**config.mk**
```make
export PLATFORM = sky130hd
export DESIGN_NAME = branch_seq_unit
export DESIGN_NICKNAME = d
export VERILOG_FILES = /design/src/rtl/bsu_pkg.sv /design/src/rtl/bsu_cond_eval.sv /design/src/rtl/bsu_decode.sv /design/src/rtl/branch_seq_unit.sv
export SDC_FILE = /design/constraint.sdc
export NUM_CORES = 1
export LEC_CHECK = 0
export ABC_AREA = 1
export ABC_CLOCK_PERIOD_IN_PS = 4500
export BUFFER_PORTS_ARGS = -buffer_cell sky130_fd_sc_hd__buf_2
export CAP_MARGIN = 20
export CORE_ASPECT_RATIO = 0.8
export CORE_UTILIZATION = 60
export DETAILED_ROUTE_END_ITERATION = 7
export PLACE_DENSITY = 0.85
export SYNTH_ARGS = -nofsm -noshare
export SYNTH_HDL_FRONTEND = slang
export SYNTH_SLANG_ARGS = --single-unit
export TNS_END_PERCENT = 50
```
**constraint.sdc**
```tcl
create_clock -name clk -period 4.5 [get_ports clk]
set_clock_uncertainty 0.05 [all_clocks]
set_input_delay 0.225 -clock clk [delete_from_list [all_inputs] [get_ports clk]]
set_output_delay 0.225 -clock clk [all_outputs]
set_load 0.05 [all_outputs]
```
**src/rtl/bsu_pkg.sv**
```systemverilog
package bsu_pkg;

    typedef enum logic [1:0] {
        CLS_OTHER = 2'd0,
        CLS_COND  = 2'd1,
        CLS_JUMP  = 2'd2,
        CLS_RET   = 2'd3
    } ins_class_e;

    // Instruction field positions
    localparam int CC_LSB    = 21;
    localparam int CC_W      = 3;
    localparam int CDLY_BIT  = 25;
    localparam int JDLY_BIT  = 20;
    localparam int JABS_BIT  = 19;
    localparam int JLNK_BIT  = 18;
    localparam int RD_LSB    = 21;
    localparam int RD_W      = 5;
    localparam int RSEL_LSB  = 21;
    localparam int RSEL_W    = 3;
    localparam int IMM_W     = 16;

    // Countdown values loaded by an accepted branch
    localparam logic [1:0] CNT_SLOT   = 2'd2;
    localparam logic [1:0] CNT_NOSLOT = 2'd1;

endpackage

```
**src/rtl/bsu_cond_eval.sv**
```systemverilog
module bsu_cond_eval #(
    parameter int XLEN = 32
) (
    input  logic [XLEN-1:0]          ra_i,
    input  logic [bsu_pkg::CC_W-1:0] cc_i,
    output logic                     take_o
);
    logic is_zero;
    logic is_neg;

    assign is_zero = (ra_i == '0);
    assign is_neg  = ra_i[XLEN-1];

    always_comb begin
        case (cc_i)
            3'd0:    take_o = is_zero;
            3'd1:    take_o = !is_zero;
            3'd2:    take_o = is_neg;
            3'd3:    take_o = is_neg || is_zero;
            3'd4:    take_o = !is_neg;
            3'd5:    take_o = !is_neg && !is_zero;
            default: take_o = 1'b0;
        endcase
    end
endmodule

```
**src/rtl/bsu_decode.sv**
```systemverilog
module bsu_decode #(
    parameter int          XLEN  = 32,
    parameter int          IW    = 32,
    parameter logic [15:0] BRK_A = 16'h0008,
    parameter logic [15:0] BRK_B = 16'h0018
) (
    input  logic [1:0]                     class_i,
    input  logic [IW-1:0]                  ins_i,
    input  logic [XLEN-1:0]                ra_i,
    input  logic [XLEN-1:0]                opb_i,
    input  logic [XLEN-1:0]                pc_i,
    input  logic                           imm_pfx_i,
    output logic                           is_br_o,
    output logic                           dly_o,
    output logic                           tkn_o,
    output logic [XLEN-1:0]                tgt_o,
    output logic [bsu_pkg::RSEL_W-1:0]     ret_o,
    output logic                           link_o,
    output logic [bsu_pkg::RD_W-1:0]       rd_o,
    output logic                           brk_o
);
    import bsu_pkg::*;

    logic                 cond_take;
    logic [IMM_W-1:0]     imm16;
    logic [XLEN-1:0]      rel_tgt;

    assign imm16   = ins_i[IMM_W-1:0];
    assign rel_tgt = pc_i + opb_i;
    assign rd_o    = ins_i[RD_LSB +: RD_W];

    bsu_cond_eval #(.XLEN(XLEN)) u_cond (
        .ra_i   (ra_i),
        .cc_i   (ins_i[CC_LSB +: CC_W]),
        .take_o (cond_take)
    );

    always_comb begin
        is_br_o = 1'b0;
        dly_o   = 1'b0;
        tkn_o   = 1'b0;
        tgt_o   = rel_tgt;
        ret_o   = '0;
        link_o  = 1'b0;
        brk_o   = 1'b0;
        case (ins_class_e'(class_i))
            CLS_COND: begin
                is_br_o = 1'b1;
                dly_o   = ins_i[CDLY_BIT];
                tkn_o   = cond_take;
            end
            CLS_JUMP: begin
                is_br_o = 1'b1;
                dly_o   = ins_i[JDLY_BIT];
                tkn_o   = 1'b1;
                tgt_o   = ins_i[JABS_BIT] ? opb_i : rel_tgt;
                link_o  = ins_i[JLNK_BIT];
                brk_o   = ins_i[JABS_BIT] && ins_i[JLNK_BIT] && !imm_pfx_i
                          && (imm16 == BRK_A || imm16 == BRK_B);
            end
            CLS_RET: begin
                is_br_o = 1'b1;
                dly_o   = 1'b1;
                tkn_o   = 1'b1;
                tgt_o   = ra_i + opb_i;
                ret_o   = ins_i[RSEL_LSB +: RSEL_W];
            end
            default: ;
        endcase
    end
endmodule

```
**src/rtl/branch_seq_unit.sv**
```systemverilog
module branch_seq_unit #(
    parameter int              XLEN       = 32,
    parameter int              INSN_BYTES = 4,
    parameter logic [XLEN-1:0] RESET_PC   = 32'h0000_0100
) (
    input  logic            clk,
    input  logic            rst_n,
    input  logic            step_i,
    input  logic [1:0]      class_i,
    input  logic [31:0]     ins_i,
    input  logic [XLEN-1:0] ra_i,
    input  logic [XLEN-1:0] opb_i,
    input  logic            imm_pfx_i,
    output logic [XLEN-1:0] pc_o,
    output logic            taken_o,
    output logic            link_we_o,
    output logic [4:0]      link_rd_o,
    output logic [XLEN-1:0] link_pc_o,
    output logic [2:0]      ret_pulse_o,
    output logic            brk_evt_o,
    output logic            illegal_o,
    output logic            misalign_o
);
    import bsu_pkg::*;

    localparam int              ALIGN_W = $clog2(INSN_BYTES);
    localparam logic [XLEN-1:0] PC_INC  = XLEN'(INSN_BYTES);

    typedef struct packed {
        logic [XLEN-1:0]   pc;
        logic [1:0]        cnt;
        logic [XLEN-1:0]   tgt;
        logic              tkn;
        logic [RSEL_W-1:0] ret;
    } seq_st_t;

    localparam seq_st_t RST_ST = '{pc: RESET_PC, cnt: 2'd0, tgt: '0,
                                   tkn: 1'b0, ret: '0};

    seq_st_t st_d, st_q;

    logic              dec_is_br, dec_dly, dec_tkn, dec_link, dec_brk;
    logic [XLEN-1:0]   dec_tgt;
    logic [RSEL_W-1:0] dec_ret;
    logic [RD_W-1:0]   dec_rd;

    bsu_decode #(.XLEN(XLEN), .IW(32)) u_dec (
        .class_i   (class_i),
        .ins_i     (ins_i),
        .ra_i      (ra_i),
        .opb_i     (opb_i),
        .pc_i      (st_q.pc),
        .imm_pfx_i (imm_pfx_i),
        .is_br_o   (dec_is_br),
        .dly_o     (dec_dly),
        .tkn_o     (dec_tkn),
        .tgt_o     (dec_tgt),
        .ret_o     (dec_ret),
        .link_o    (dec_link),
        .rd_o      (dec_rd),
        .brk_o     (dec_brk)
    );

    // Effective branch context for this step
    logic [1:0]        eff_cnt, cnt_after;
    logic [XLEN-1:0]   eff_tgt;
    logic              eff_tkn;
    logic [RSEL_W-1:0] eff_ret;
    logic              accept;

    always_comb begin
        st_d        = st_q;
        taken_o     = 1'b0;
        link_we_o   = 1'b0;
        link_rd_o   = '0;
        link_pc_o   = '0;
        ret_pulse_o = '0;
        brk_evt_o   = 1'b0;
        illegal_o   = 1'b0;
        accept      = dec_is_br && (st_q.cnt == 2'd0);
        eff_cnt     = st_q.cnt;
        eff_tgt     = st_q.tgt;
        eff_tkn     = st_q.tkn;
        eff_ret     = st_q.ret;
        cnt_after   = 2'd0;
        if (step_i) begin
            if (dec_is_br && !accept) begin
                illegal_o = 1'b1;
            end
            if (accept) begin
                eff_cnt   = dec_dly ? CNT_SLOT : CNT_NOSLOT;
                eff_tgt   = dec_tgt;
                eff_tkn   = dec_tkn;
                eff_ret   = dec_ret;
                link_we_o = dec_link;
                link_rd_o = dec_link ? dec_rd : '0;
                link_pc_o = dec_link ? st_q.pc : '0;
                brk_evt_o = dec_brk;
            end
            cnt_after = (eff_cnt == 2'd0) ? 2'd0 : eff_cnt - 2'd1;
            if (eff_cnt != 2'd0 && cnt_after == 2'd0) begin
                st_d.pc     = eff_tkn ? eff_tgt : st_q.pc + PC_INC;
                taken_o     = eff_tkn;
                ret_pulse_o = eff_ret;
                st_d.cnt    = 2'd0;
                st_d.tgt    = '0;
                st_d.tkn    = 1'b0;
                st_d.ret    = '0;
            end else begin
                st_d.pc  = st_q.pc + PC_INC;
                st_d.cnt = cnt_after;
                st_d.tgt = eff_tgt;
                st_d.tkn = eff_tkn;
                st_d.ret = eff_ret;
            end
        end
    end

    always_ff @(posedge clk) begin
        if (!rst_n) st_q <= RST_ST;
        else        st_q <= st_d;
    end

    assign pc_o       = st_q.pc;
    assign misalign_o = |st_q.pc[ALIGN_W-1:0];

    // Stored countdown is at most one once the branch step has counted
    p_cnt_bound_r4: assert property (@(posedge clk) disable iff (!rst_n)
        st_q.cnt <= 2'd1);

    p_hold_r2: assert property (@(posedge clk) disable iff (!rst_n)
        !step_i |=> $stable(pc_o));

    p_seq_r2: assert property (@(posedge clk) disable iff (!rst_n)
        (step_i && st_q.cnt == 2'd0 && class_i == CLS_OTHER)
        |=> pc_o == $past(pc_o) + PC_INC);

    p_ret_slot_r7: assert property (@(posedge clk) disable iff (!rst_n)
        (ret_pulse_o != '0) |-> (st_q.cnt == 2'd1));

    p_ill_nolink_r9: assert property (@(posedge clk) disable iff (!rst_n)
        illegal_o |-> (!link_we_o && !brk_evt_o));

    p_ill_keep_r9: assert property (@(posedge clk) disable iff (!rst_n)
        illegal_o |=> (pc_o == $past(st_q.tkn ? st_q.tgt : st_q.pc + PC_INC)));
endmodule

```
Word-level counts from Yosys, hierarchy flattened

Index checks and enable logic that the tools add are counted.
Widths: inputs -> output; s select.

Logic and storage cells: 76
Bits in registers: 70
Bits of input ports: 102
Output and inout bits: 77

Equality and inequality tests: 10
Mux-type cells: 35
Reductions and logical operators: 22
Add/subtract/negate cells: 4

Operators with widths:

| cell                  | count |
|---|---|
| $mux 32               | 6 |
| $mux 70               | 1 |
| $add 32x32->32        | 2 |
| $pmux 32 s2           | 1 |
| $add 32x3->32 const B | 1 |
| $logic_not 32->1      | 1 |
| $eq 16x4->1 const B   | 1 |
| $eq 16x5->1 const B   | 1 |
| $mux 5                | 3 |
| $mux 1                | 13 |
| $mux 3                | 4 |
| $mux 2                | 4 |
| $logic_and 1x1->1     | 7 |
| $eq 3x2->1 const B    | 2 |
| $eq 3x3->1 const B    | 2 |
| $logic_not 2->1       | 3 |
| $pmux 1 s6            | 1 |
| $eq 2x2->1 const B    | 2 |
| $logic_not 1->1       | 4 |
| $reduce_or 2->1       | 2 |
| $eq 3x1->1 const B    | 1 |
| $logic_not 3->1       | 1 |
| $pmux 1 s3            | 1 |
| $reduce_or 3->1       | 1 |
| other kinds (5)       | 6 |

Depth between registers and ports, before layout

Gate-level depths: netlist (run 1).

Word-level depth: 12
Depth in mapped cells: 21

By module

From an unflattened synthesis (run 1), not the netlist that was laid out.

Cells, all modules: 2012
Area, all modules: 10531.4 µm²

By module, submodules not included:

| module          | seq. area each (µm²) | area an instance (µm²) | times used | cells an instance |
|---|---|---|---|---|
| bsu_decode      | 0.0                  | 5619.1                 | 1          | 1172 |
| branch_seq_unit | 1401.3               | 4745.8                 | 1          | 799 |
| bsu_cond_eval   | 0.0                  | 166.4                  | 1          | 41 |

Worst setup path after synthesis (run 1)

OpenSTA, ideal clock, no wires.

Kind: input-to-output
Start point: input port class_i[0]
End point: output port link_pc_o[10]
Data required time: 4.225 ns
Stages: 7
Path slack: 0.861 ns
Arrival time: 3.364 ns
Path buffers: 2
Path through: buf_2 > nor2_2 > inv_2 > nor4_1 > inv_2 > buf_1 > nor2_1

Word-level cells in the longest chain between the ends: 6

RTL lines:

| item                                            | line                  | text |
|---|---|---|
| from (decl)                                     | branch_seq_unit.sv:9  | `input logic [1:0] class_i,` |
| $eq 2x1->1 / $eq 2x2->1 (equally long branches) | bsu_decode.sv:46      | `case (ins_class_e'(class_i))` |
| $reduce_or 3->1 (no line)                       | --                    |  |
| $mux 1                                          | bsu_decode.sv:46      |  |
| $logic_and 1x1->1                               | branch_seq_unit.sv:80 | `accept = dec_is_br && (st_q.cnt == 2'd0);` |
| $mux 32 *                                       | branch_seq_unit.sv:90 | `if (accept) begin` |
| $mux 32 *                                       | branch_seq_unit.sv:86 | `if (step_i) begin` |
| to (decl)                                       | branch_seq_unit.sv:18 | `output logic [XLEN-1:0] link_pc_o,` |

Every way passes the cells marked *; elsewhere a longest branch is shown, timed or not.

Worst setup path in the final report (run 1)

Start point: register st_q[36] in the netlist's numbering
End point: output port taken_o

Word-level cells in the longest chain between the ends: 10

RTL lines:

| item                                                  | line                   | text |
|---|---|---|
| from (decl)                                           | branch_seq_unit.sv:40  | `seq_st_t st_d, st_q;` |
| from (signal assigned)                                | branch_seq_unit.sv:121 | `else st_q <= st_d;` |
| $logic_not 2->1                                       | branch_seq_unit.sv:80  |  |
| $logic_and 1x1->1                                     | branch_seq_unit.sv:80  |  |
| $mux 2                                                | branch_seq_unit.sv:90  |  |
| $mux 2                                                | branch_seq_unit.sv:86  |  |
| $sub 2x1->2 / $logic_not 2->1 (equally long branches) | branch_seq_unit.sv:100 | `cnt_after = (eff_cnt == 2'd0) ? 2'd0 : eff_cnt - 2'd1;` |
| $mux 2                                                | branch_seq_unit.sv:100 |  |
| $logic_not 2->1                                       | branch_seq_unit.sv:101 | `if (eff_cnt != 2'd0 && cnt_after == 2'd0) begin` |
| $logic_and 1x1->1                                     | branch_seq_unit.sv:101 |  |
| $mux 1 *                                              | branch_seq_unit.sv:101 |  |
| $mux 1 *                                              | branch_seq_unit.sv:86  |  |
| to (decl)                                             | branch_seq_unit.sv:15  | `output logic taken_o,` |

Every way passes the cells marked *; elsewhere a longest branch is shown, timed or not. The select of a mux whose other input is x is not followed.

==> summary.txt, run 1 <==
Run status
  – Outcome: completed

Layout
  – Antenna Cells: 0
  – Area of the multi-input gates: between 7000 and 8000 um^2
  – Ratio of cells with drive above 1 in the final layout: a little under an eighth
  – Final net count: roughly 2.2k
  – Syn-to-layout area delta: 11.2%
  – Fin cells: between 2k and 2.5k
  – Fillers: 1540
  – FF/Latch Area: ~1400 um^2

Setup path
  – Critical path capture point type: output port
  – Crit path launch type: flop
  – Worst-path cell chain: nor2_2 > o21ai_4 > inv_2 > o221ai_2 > o211ai_4 > inv_4 > nand4_1 > buf_4 > inv_1 > buf_2
  – WP data required: between 4000 and 5000 ps
  – Max stage delay on crit path: approximately 440 ps
  – Top Family by Delay on Critical Path: buffers and inverters
  – CP arrival: between 2000 and 3000 ps
  – Crit path kind: flop to output port
  – Crit-path max FO: 25
  – CP bufs+invs: 5
  – Slowest-stage cell, CP: dfxtp_1

Drt
  – Vias: ~13k
  – First-pass iteration count of the detailed router: 6
  – Post-route antenna net violation count: 0
  – DRC: 0
  – Via/cell ratio: 5.78
  – Final WL: ~38 mm
  – WL/cell: ~17 um
  – Initial DRC Count: between 1.5k and 2k

Global route
  – Vias in the first global route: roughly 11k
  – Initial antenna violation count: 0
  – Largest net degree at the start of global routing: 67
  – Final global-route overflow total: 0
  – Global-route wire length before repair: 58.1 mm
  – GR Util All Layers: 42.7%

Placement
  – DP Wirelength: 29.5 mm
  – Placed insts: 2205
  – GPL Wtd Cong: a little under 1
  – IO Port Bufs: around 170

Logic synthesis
  – Syn avg cell area: between 5 and 6 um^2
  – Synth area leader: nand2_1
  – Async SR Flop Fraction: 0%
  – Share of Yosys cell area claimed by the top area cell type: between 20% and 30%
  – Unique masters post-synth: 46
  – Synthesized area: ~10000 um^2
  – FF+latch count, synth: 70
  – Synth warnings: 0
  – Post-synth EDFFs: 0
  – Seq/Total Area, Yosys: 13.9%
  – Post-Syn Instances: between 1.5k and 2k
  – Top post-synthesis cells by area: nand2_1 24%, dfxtp_1 14%, inv_1 11%, nand3_1 8.3%, nor2_1 7.9%
  – Syn Nets: just over 2k
  – Main synth FF type: dfxtp_1

Floorplan
  – Overall die width: around 150 um
  – Placeable Area: about 16000 um^2
  – Placement Rows: 41
  – Die Area: 17300 um^2
  – Die H: 118 um
  – Effective utilization at floorplan: ~63%
  – I/O pin cnt: around 180

Clocking
  – H-Tree Level Count: 3
  – CTS tree: done
  – Worst skew pair latency: between 300 and 400 ps
  – Clk pin slew, worst setup/hold paths: approximately 60 ps
  – Post-CTS Resized: 0
  – Post-CTS Setup Bufs: 0
  – CTS buffer count: 9
  – Clk root buf: clkbuf_16
  – Cts hold-fix bufs: 0
  – Clock Sinks: 70
  – Max clock buf depth: 2

Timing
  – Slew margin rel.: a little over a third
  – Final hold vios: 0
  – Fin crit period: around 3300 ps
  – Worst-Margin Slew: between 900 and 1000 ps
  – Fmax: 306 MHz
  – Endpoints failing setup: 0
  – Slew Viols, Final: 0
  – Final TNS setup: 0 ps
  – Tcrit/Tclk final: 72.6%
  – Unrepaired setup endpoints after global routing: false

Job
  – Max cap viols: 0

Pwr
  – Pwr Total: approximately 2900 uW
  – VDD IR-drop max: about 0.23 mV
  – LEAKAGE: just over 0.006 uW
  – Power per Cell Area: 262 nW/um^2

Min path
  – Worst min path class: input pin to flop
==> kinds of logic (layout without fill, tap and decap cells) <==
group                      count (synthesis)  in the layout  share of synthesized area, %
and+or+nand+nor                         1130           1130                          47.6
buffers and inverters                    372            487                          15.4
adders and majority gates                 65             65                          8.23
DFF                                       70             70                          13.9
AOI/OAI and AO/OA                        227            227                          12.5
xor gates and xnor gates                  28             28                          2.44
==> cells in the final DEF (no fill, tap or decap), types with 23 or more instances in the layout <==
| master | instances |
|---|---|
| inv_1 | 284 |
| a21oi_1 | 128 |
| buf_2 | 169 |
| ha_1 | 63 |
| nand2_1 | 633 |
| nor2_1 | 212 |
| nand4_1 | 31 |
| nand3_1 | 168 |
| o21ai_0 | 64 |
| dfxtp_1 | 70 |
| xor2_1 | 23 |
==> metrics by stage <==
| stage | setup WS, ps | area [um^2] | hold slack (ps) | util, % |
|---|---|---|---|---|
| finish | 1230 | 11200 | 167 | 69.5 |
| global route | 1150 | 11200 | 183 | 69.5 |
| detailed placement | 1490 | 10800 | 404 | 67.0 |
| floorplan | 861 | 10100 | 313 | - |
| CTS | 1300 | 11200 | 156 | 69.4 |
| global placement | 1530 | 10800 | 396 | 67.0 |
==> power by group <==
group          internal [uW]  switching, uW
Clock                    629            294
Combinational            393            890
Sequential               665           63.2
Total                   1690           1250
==> registers in the layout, summed over array words and instances (netlist names) <==
signal and count:
pc_o 32, st_q 38
==> cell usage after synthesis (3+ instances only) <==
cell type and number:
xor2_1 23, o21ai_1 4, a21oi_1 128, or2_2 18, nor2_1 212, o211ai_1 3, nand2_2 3, dfxtp_1 70
nand4_1 31, o221ai_1 4, o2111ai_1 6, nor4_1 10, inv_2 5, o21ai_0 64, buf_4 34, buf_2 18
nor2_2 5, nand3b_1 19, inv_1 286, ha_1 63, nand2_1 633, nor3_1 20, o21bai_1 8, buf_1 4
nand3_1 168, nor2_4 3, xnor2_1 5, clkbuf_1 22
==> layout make-up <==
cell class	count	area share, %
Multi-Input combinational cell	1450	63.6
Sequential cell	70	12.5
Inverter	294	9.88
Timing Repair Buffer	177	8.20
Tap cell	215	2.40
Clock buffer	11	2.26
Clock inverter	5	1.15
==> routing by layer <==
layer  GRT usage, %  share of wire, %  vias to the layer above
met5              0                 0                        -
met4           15.6               3.6                        0
met3           9.19                12                       99
met2           65.8                42                      799
met1           58.1                42                     5733
li1               -                 -                     6202
==> worst register-to-register path, stage by stage (launching register included) <==
cell and delay, ps:
dfxtp_1 370, nor2_2 230, o21ai_4 270, inv_2 390
o221ai_2 220, o211ai_4 210, inv_4 90, nor2_4 660
nand3_1 190, a21oi_1 200
==> final timing paths <==
kind            start       end  slack (ps)  cells past startpoint
min             rst_n   pc_o[1]         170                      3
min reg2reg  st_q[27]  st_q[27]         420                      2
max reg2reg  st_q[36]  st_q[30]        1540                      9
max          st_q[36]   taken_o        1230                     10
Power figures use the tool's default switching activity.
==> inputs of run 2 (changes only) <==
--- a/config.mk
+++ b/config.mk
@@ -5,14 +5,14 @@
 export SDC_FILE = /design/constraint.sdc
 export NUM_CORES = 1
 export LEC_CHECK = 0
-export ABC_AREA = 1
-export ABC_CLOCK_PERIOD_IN_PS = 4500
+export ABC_AREA = 0
+export ABC_CLOCK_PERIOD_IN_PS = 3310
 export BUFFER_PORTS_ARGS = -buffer_cell sky130_fd_sc_hd__buf_2
 export CAP_MARGIN = 20
 export CORE_ASPECT_RATIO = 0.8
-export CORE_UTILIZATION = 60
+export CORE_UTILIZATION = 57
 export DETAILED_ROUTE_END_ITERATION = 7
-export PLACE_DENSITY = 0.85
+export PLACE_DENSITY = 0.83
 export SYNTH_ARGS = -nofsm -noshare
 export SYNTH_HDL_FRONTEND = slang
 export SYNTH_SLANG_ARGS = --single-unit
==> constraint.sdc (replaced) <==
create_clock -name clk -period 3.31 [get_ports clk]
set_clock_uncertainty 0.05 [all_clocks]
set_input_delay 0.1655 -clock clk [delete_from_list [all_inputs] [get_ports clk]]
set_output_delay 0.1655 -clock clk [all_outputs]
set_load 0.05 [all_outputs]
==> run 2 against run 1 <==
Largest power group unchanged. Largest cell class unchanged. Core utilization fell by 1.3 points. Combinational power increased by 23%. Routed wire length is 17% lower.
==> summary.txt, run 2 <==
Timing
  – Final TNS setup: 0 ps
  – Slew Viols, Final: 0
  – Final worst slack: about 130 ps
  – Worst-Margin Slew: 843 ps
  – Tcrit/Tclk final: 95.9%
  – Slew margin rel.: 43.7%
  – Unrepaired setup endpoints after global routing: true
  – Final hold slack: approximately 86 ps
  – Fin crit period: 3180 ps
  – Fmax: 315 MHz
  – Endpoints failing setup: 0
  – Final hold vios: 0

Layout
  – Ratio of cells with drive above 1 in the final layout: between 20 and 25%
  – Top reg by flops: st_q
  – Antenna Cells: 0
  – Commonest non-fill, non-tap cells in the layout: 169 x buf_2, 124 x a21oi_1, 112 x nor2_1, 106 x nand2_1, 89 x o21ai_0
  – Syn-to-layout area delta: 16.7%
  – Fillers: 1281
  – Final net count: 1503
  – Number of flip-flops under the largest register name: 38
  – Most common cell after layout, fill and taps aside: buf_2

Drt
  – WL/cell: ~20 um
  – Final WL: 31.1 mm
  – Vias: 10.1k
  – Initial DRC Count: 1026
  – First-pass iteration count of the detailed router: 6
  – Wire length on met1: 12.8 mm
  – WL met3: 3.34 mm
  – DRC: 0
  – Post-route antenna net violation count: 0
  – Top Layer Used: met4
  – Met2 WL: about 13 mm
  – Via/cell ratio: between 6 and 7

Floorplan
  – Effective utilization at floorplan: 58.5%
  – Placement Rows: 39
  – Placeable Area: approximately 14000 um^2
  – Die Area: 15200 um^2
  – Die H: around 110 um
  – Overall die width: ~140 um
  – I/O pin cnt: 179

Setup path
  – Crit-path max FO: 5
  – WP data required: ~3500 ps
  – Crit path launch type: flop
  – CP arrival: between 3000 and 4000 ps
  – Critical path capture point type: flop
  – Crit path kind: flop to flop

Clocking
  – Clk root buf: clkbuf_16
  – Clk pin slew, worst setup/hold paths: approximately 50 ps
  – CTS buffer count: 9
  – CTS tree: done
  – Worst skew pair latency: 350 ps
  – Clock Sinks: 70
  – Max clock buf depth: 2
  – H-Tree Level Count: 3

Logic synthesis
  – Top post-synthesis cells by area: dfxtp_1 17%, ha_1 9.4%, a21oi_1 7.4%, o21ai_0 5.3%, nor2_1 5.0%
  – Async SR Flop Fraction: 0%
  – Synth top cells by count: 124 x a21oi_1, 112 x nor2_1, 106 x nand2_1
  – FF+latch count, synth: 70
  – Syn Nets: 1355
  – Synth area leader: dfxtp_1
  – Syn avg cell area: 7.06 um^2
  – Seq/Total Area, Yosys: between 15 and 20%
  – Share of Yosys cell area claimed by the top area cell type: about 17%
  – Synthesized area: about 8400 um^2
  – Unique masters post-synth: 79
  – Synth warnings: 0
  – Post-synth EDFFs: 0
  – Most common cell in the synthesized netlist: a21oi_1
  – Post-Syn Instances: 1188
  – Main synth FF type: dfxtp_1

Pwr
  – VDD IR-drop max: 0.303 mV
  – LEAKAGE: 0.00439 uW
  – Power per Cell Area: 357 nW/um^2

Run status
  – Outcome: completed

Job
  – Max cap viols: 0

Global route
  – GR Util All Layers: 40.5%
  – Vias in the first global route: roughly 8.8k
  – Global-route wire length before repair: approximately 47 mm
  – Initial antenna violation count: 0
  – Largest net degree at the start of global routing: 38
  – Final global-route overflow total: 0

Placement
  – IO Port Bufs: between 150 and 200
  – DP Wirelength: ~24 mm
  – Pre-CTS setup slack: 93.1 ps
  – GPL Wtd Cong: around 1.0

Min path
  – Worst min path class: input pin to flop
## run 2: changes by cell type in the layout (fill, tap and decap cells not counted), sizes merged, moves of 48 or more
cell and change:
nand2 -529, inv -266, nand3 -130, buf +57, and2 +48, nor2 -108
## run 2: final timing paths
check | start | to | slack, ps | cells after the start
min | ins_i[23] | st_q[2] | 90 | 3
min reg2reg | st_q[32] | st_q[32] | 400 | 2
max | pc_o[0] | pc_o[24] | 130 | 11
max reg2reg | pc_o[0] | pc_o[24] | 130 | 11
## run 2: report_power, final
part           leakage [uW]  total, uW  switching (uW)  internal (uW)
Combinational       0.00367       1570            1000            572
Clock              0.000142        974             358            616
Sequential         0.000570        950            50.0            900
Total               0.00439       3500            1410           2090
## run 2: kinds of logic (layout without fill, tap and decap cells)
logic type / after synthesis / count (layout) / synth area share, %
buffers and inverters: 124 / 275 / 7.22
xor gates and xnor gates: 49 / 49 / 5.11
AOI/OAI and AO/OA: 438 / 438 / 34.5
and+or+nand+nor: 431 / 431 / 25.2
adders and majority gates: 65 / 65 / 9.87
muxes: 11 / 11 / 1.36
DFF: 70 / 70 / 16.7
## run 2: layout make-up
type                            count  area, um^2  share of cell area [%]
Inverter                           27         101                    1.04
Multi-Input combinational cell    994        6410                    65.5
Sequential cell                    70        1400                    14.3
Clock buffer                       13         260                    2.66
Tap cell                          184         230                    2.35
Clock inverter                      1        30.0                   0.307
Timing Repair Buffer              234        1360                    13.9
## run 2: stage by stage
step | total power, uW | util [%] | std cells | cell area, um^2
after CTS | 3450 | 68.2 | 1523 | 9780
final | 3500 | 68.3 | 1523 | 9790
after floorplan | 2030 | - | 1188 | 8390
after global placement | 2470 | 66.1 | 1509 | 9490
after detailed placement | 2490 | 66.1 | 1509 | 9490
after global routing | 3650 | 68.3 | 1523 | 9790
## run 2: critical path: stages, from the launching register on
cell and delay, ps:
dfxtp_1 360, ha_1 240, fa_1 420, a21o_1 200, a22oi_1 190, o31a_1 270, a21oi_1 160, o2111ai_2 250
nor4b_2 230, o31ai_1 110, a211o_1 320, a32o_1 260
## run 2: timing repair
item / 4_1_cts / 5_1_grt
endpoints found under the setup margin: 0 / 3
buffers inserted: 0 / 0
hold buffers: 0 / 0
gates resized for setup: 0 / 2
## run 2: per-layer routing
| metal | vias to the layer above | GRT usage (%) |
|---|---|---|
| met1 | 4617 | 55.7 |
| met3 | 131 | 6.98 |
| met2 | 636 | 58.7 |
| met4 | 0 | 23.3 |
| li1 | 4735 | - |
| met5 | - | 0 |
==> inputs of run 3 (changes only) <==
--- a/config.mk
+++ b/config.mk
@@ -5,14 +5,14 @@
 export SDC_FILE = /design/constraint.sdc
 export NUM_CORES = 1
 export LEC_CHECK = 0
-export ABC_AREA = 0
+export ABC_AREA = 1
 export ABC_CLOCK_PERIOD_IN_PS = 3310
 export BUFFER_PORTS_ARGS = -buffer_cell sky130_fd_sc_hd__buf_2
 export CAP_MARGIN = 20
 export CORE_ASPECT_RATIO = 0.8
-export CORE_UTILIZATION = 57
+export CORE_UTILIZATION = 59
 export DETAILED_ROUTE_END_ITERATION = 7
-export PLACE_DENSITY = 0.83
+export PLACE_DENSITY = 0.84
 export SYNTH_ARGS = -nofsm -noshare
 export SYNTH_HDL_FRONTEND = slang
 export SYNTH_SLANG_ARGS = --single-unit
==> run 3 against run 2 <==
Global-route usage increased by 0.90 points. Design area increased by 14%. Via count increased by 25%. Sequential power increased by 3.9%. Die area increased by 16%. Routed wire length increased by 19%. Worst setup slack improved by 440 ps. Flip-flop and latch count unchanged. Critical endpoint is now pc_o[30]. Highest routed layer unchanged.
==> summary.txt, run 3 (synthesis gave the netlist of run 1 again) <==
Run status
  – Outcome: completed

Drt
  – First-pass iteration count of the detailed router: 6
  – Vias: 12.7k
  – DRC: 0
  – Final WL: between 30 and 40 mm
  – Initial DRC Count: around 1.3k
  – WL/cell: approximately 17 um
  – Via/cell ratio: approximately 5.7
  – Post-route antenna net violation count: 0

Timing
  – Fmax: ~370 MHz
  – Unrepaired setup endpoints after global routing: false
  – Slew margin rel.: roughly 50%
  – Fin crit period: 2740 ps
  – Tcrit/Tclk final: approximately 83%
  – Final hold vios: 0
  – Final TNS setup: 0 ps
  – Slew Viols, Final: 0
  – Endpoints failing setup: 0
  – Worst-Margin Slew: around 730 ps

Clocking
  – CTS tree: done
  – Clk root buf: clkbuf_16
  – Post-CTS Resized: 0
  – Clock Sinks: 70
  – Clk pin slew, worst setup/hold paths: 60 ps
  – H-Tree Level Count: 3
  – Post-CTS Setup Bufs: 0
  – Cts hold-fix bufs: 0
  – Worst skew pair latency: approximately 350 ps
  – Max clock buf depth: 2
  – CTS buffer count: 9

Global route
  – Vias in the first global route: about 11k
  – Final global-route overflow total: 0
  – Initial antenna violation count: 0
  – Largest net degree at the start of global routing: 61
  – Global-route wire length before repair: roughly 56 mm
  – GR Util All Layers: 41.3%

Setup path
  – Crit path launch type: flop
  – Crit-path max FO: 7
  – CP arrival: between 2000 and 3000 ps
  – WP data required: around 3500 ps
  – Critical path capture point type: flop
  – Crit path kind: flop to flop

Layout
  – Antenna Cells: 0
  – Top reg by flops: st_q
  – Syn-to-layout area delta: 11.0%
  – Number of flip-flops under the largest register name: 38
  – Ratio of cells with drive above 1 in the final layout: 12.0%
  – Commonest non-fill, non-tap cells in the layout: 633 x nand2_1, 284 x inv_1, 212 x nor2_1, 169 x buf_2, 168 x nand3_1
  – Most common cell after layout, fill and taps aside: nand2_1
  – Final net count: ~2.2k

Floorplan
  – I/O pin cnt: approximately 180
  – Effective utilization at floorplan: 60.6%
  – Placeable Area: around 17000 um^2
  – Die H: ~120 um
  – Placement Rows: 42
  – Die Area: about 18000 um^2
  – Overall die width: roughly 150 um

Job
  – Max cap viols: 0

Placement
  – DP Wirelength: about 29 mm
  – GPL Wtd Cong: 1.03
  – IO Port Bufs: ~170

Pwr
  – Power per Cell Area: around 340 nW/um^2
  – LEAKAGE: between 0.006 and 0.007 uW
  – Pwr Total: between 3000 and 4000 uW
  – VDD IR-drop max: 0.272 mV

Min path
  – Worst min path class: input pin to flop
-- run 3: path summary, 6_finish.rpt --
kind	from	end	slack, ps	depth (start not counted)
max	pc_o[10]	pc_o[30]	570	16
min	rst_n	pc_o[7]	100	3
max reg2reg	pc_o[10]	pc_o[30]	570	16
min reg2reg	st_q[30]	st_q[30]	410	2
-- run 3: power by group --
group	leakage, uW	internal [uW]	total [uW]	switching, uW
Clock	0.000162	701	1090	385
Sequential	0.000571	905	987	82.5
Combinational	0.00531	537	1740	1210
Total	0.00604	2140	3820	1680
-- run 3: area by class of cell --
type / count / area, um^2
multi-input cells: 1450 / 7130
flip-flops and latches: 70 / 1400
clock buffers: 11 / 253
inverters: 294 / 1110
well taps: 220 / 275
fillers: 1595 / 5430
clock inverters: 5 / 81.3
repair buffers: 181 / 936
-- run 3: per-layer routing --
metal	GRT usage, %	share of wire (%)	up-vias
met5	0	0	-
met4	14.6	3.4	0
met3	8.70	11	78
met2	61.2	41	736
met1	58.6	44	5649
li1	-	-	6234
-- run 3: per-stage QoR --
stage	util (%)	worst slack [ps]	instance area [um^2]	instances	hold WS, ps
2_1_floorplan	-	507	10100	1892	254
3_3_place_gp	65.3	694	10800	2215	396
3_5_place_dp	65.3	651	10800	2215	403
4_1_cts	67.3	665	11200	2231	95.1
5_1_grt	67.3	384	11200	2231	112
6_report	67.3	571	11200	2231	102
-- run 3: critical path: stages, from the launching register on --
cell	delay, ps
dfxtp_1	410
ha_1	430
nand2_1	150
nor2_1	260
inv_1	110
nor3_2	180
nand2_1	120
nand2_1	150
nand3_1	170
nand3_1	140
nand3_1	90
nand2_1	60
nand2_1	70
nand2_1	60
nand2_1	50
nand2_1	70
a21oi_1	50
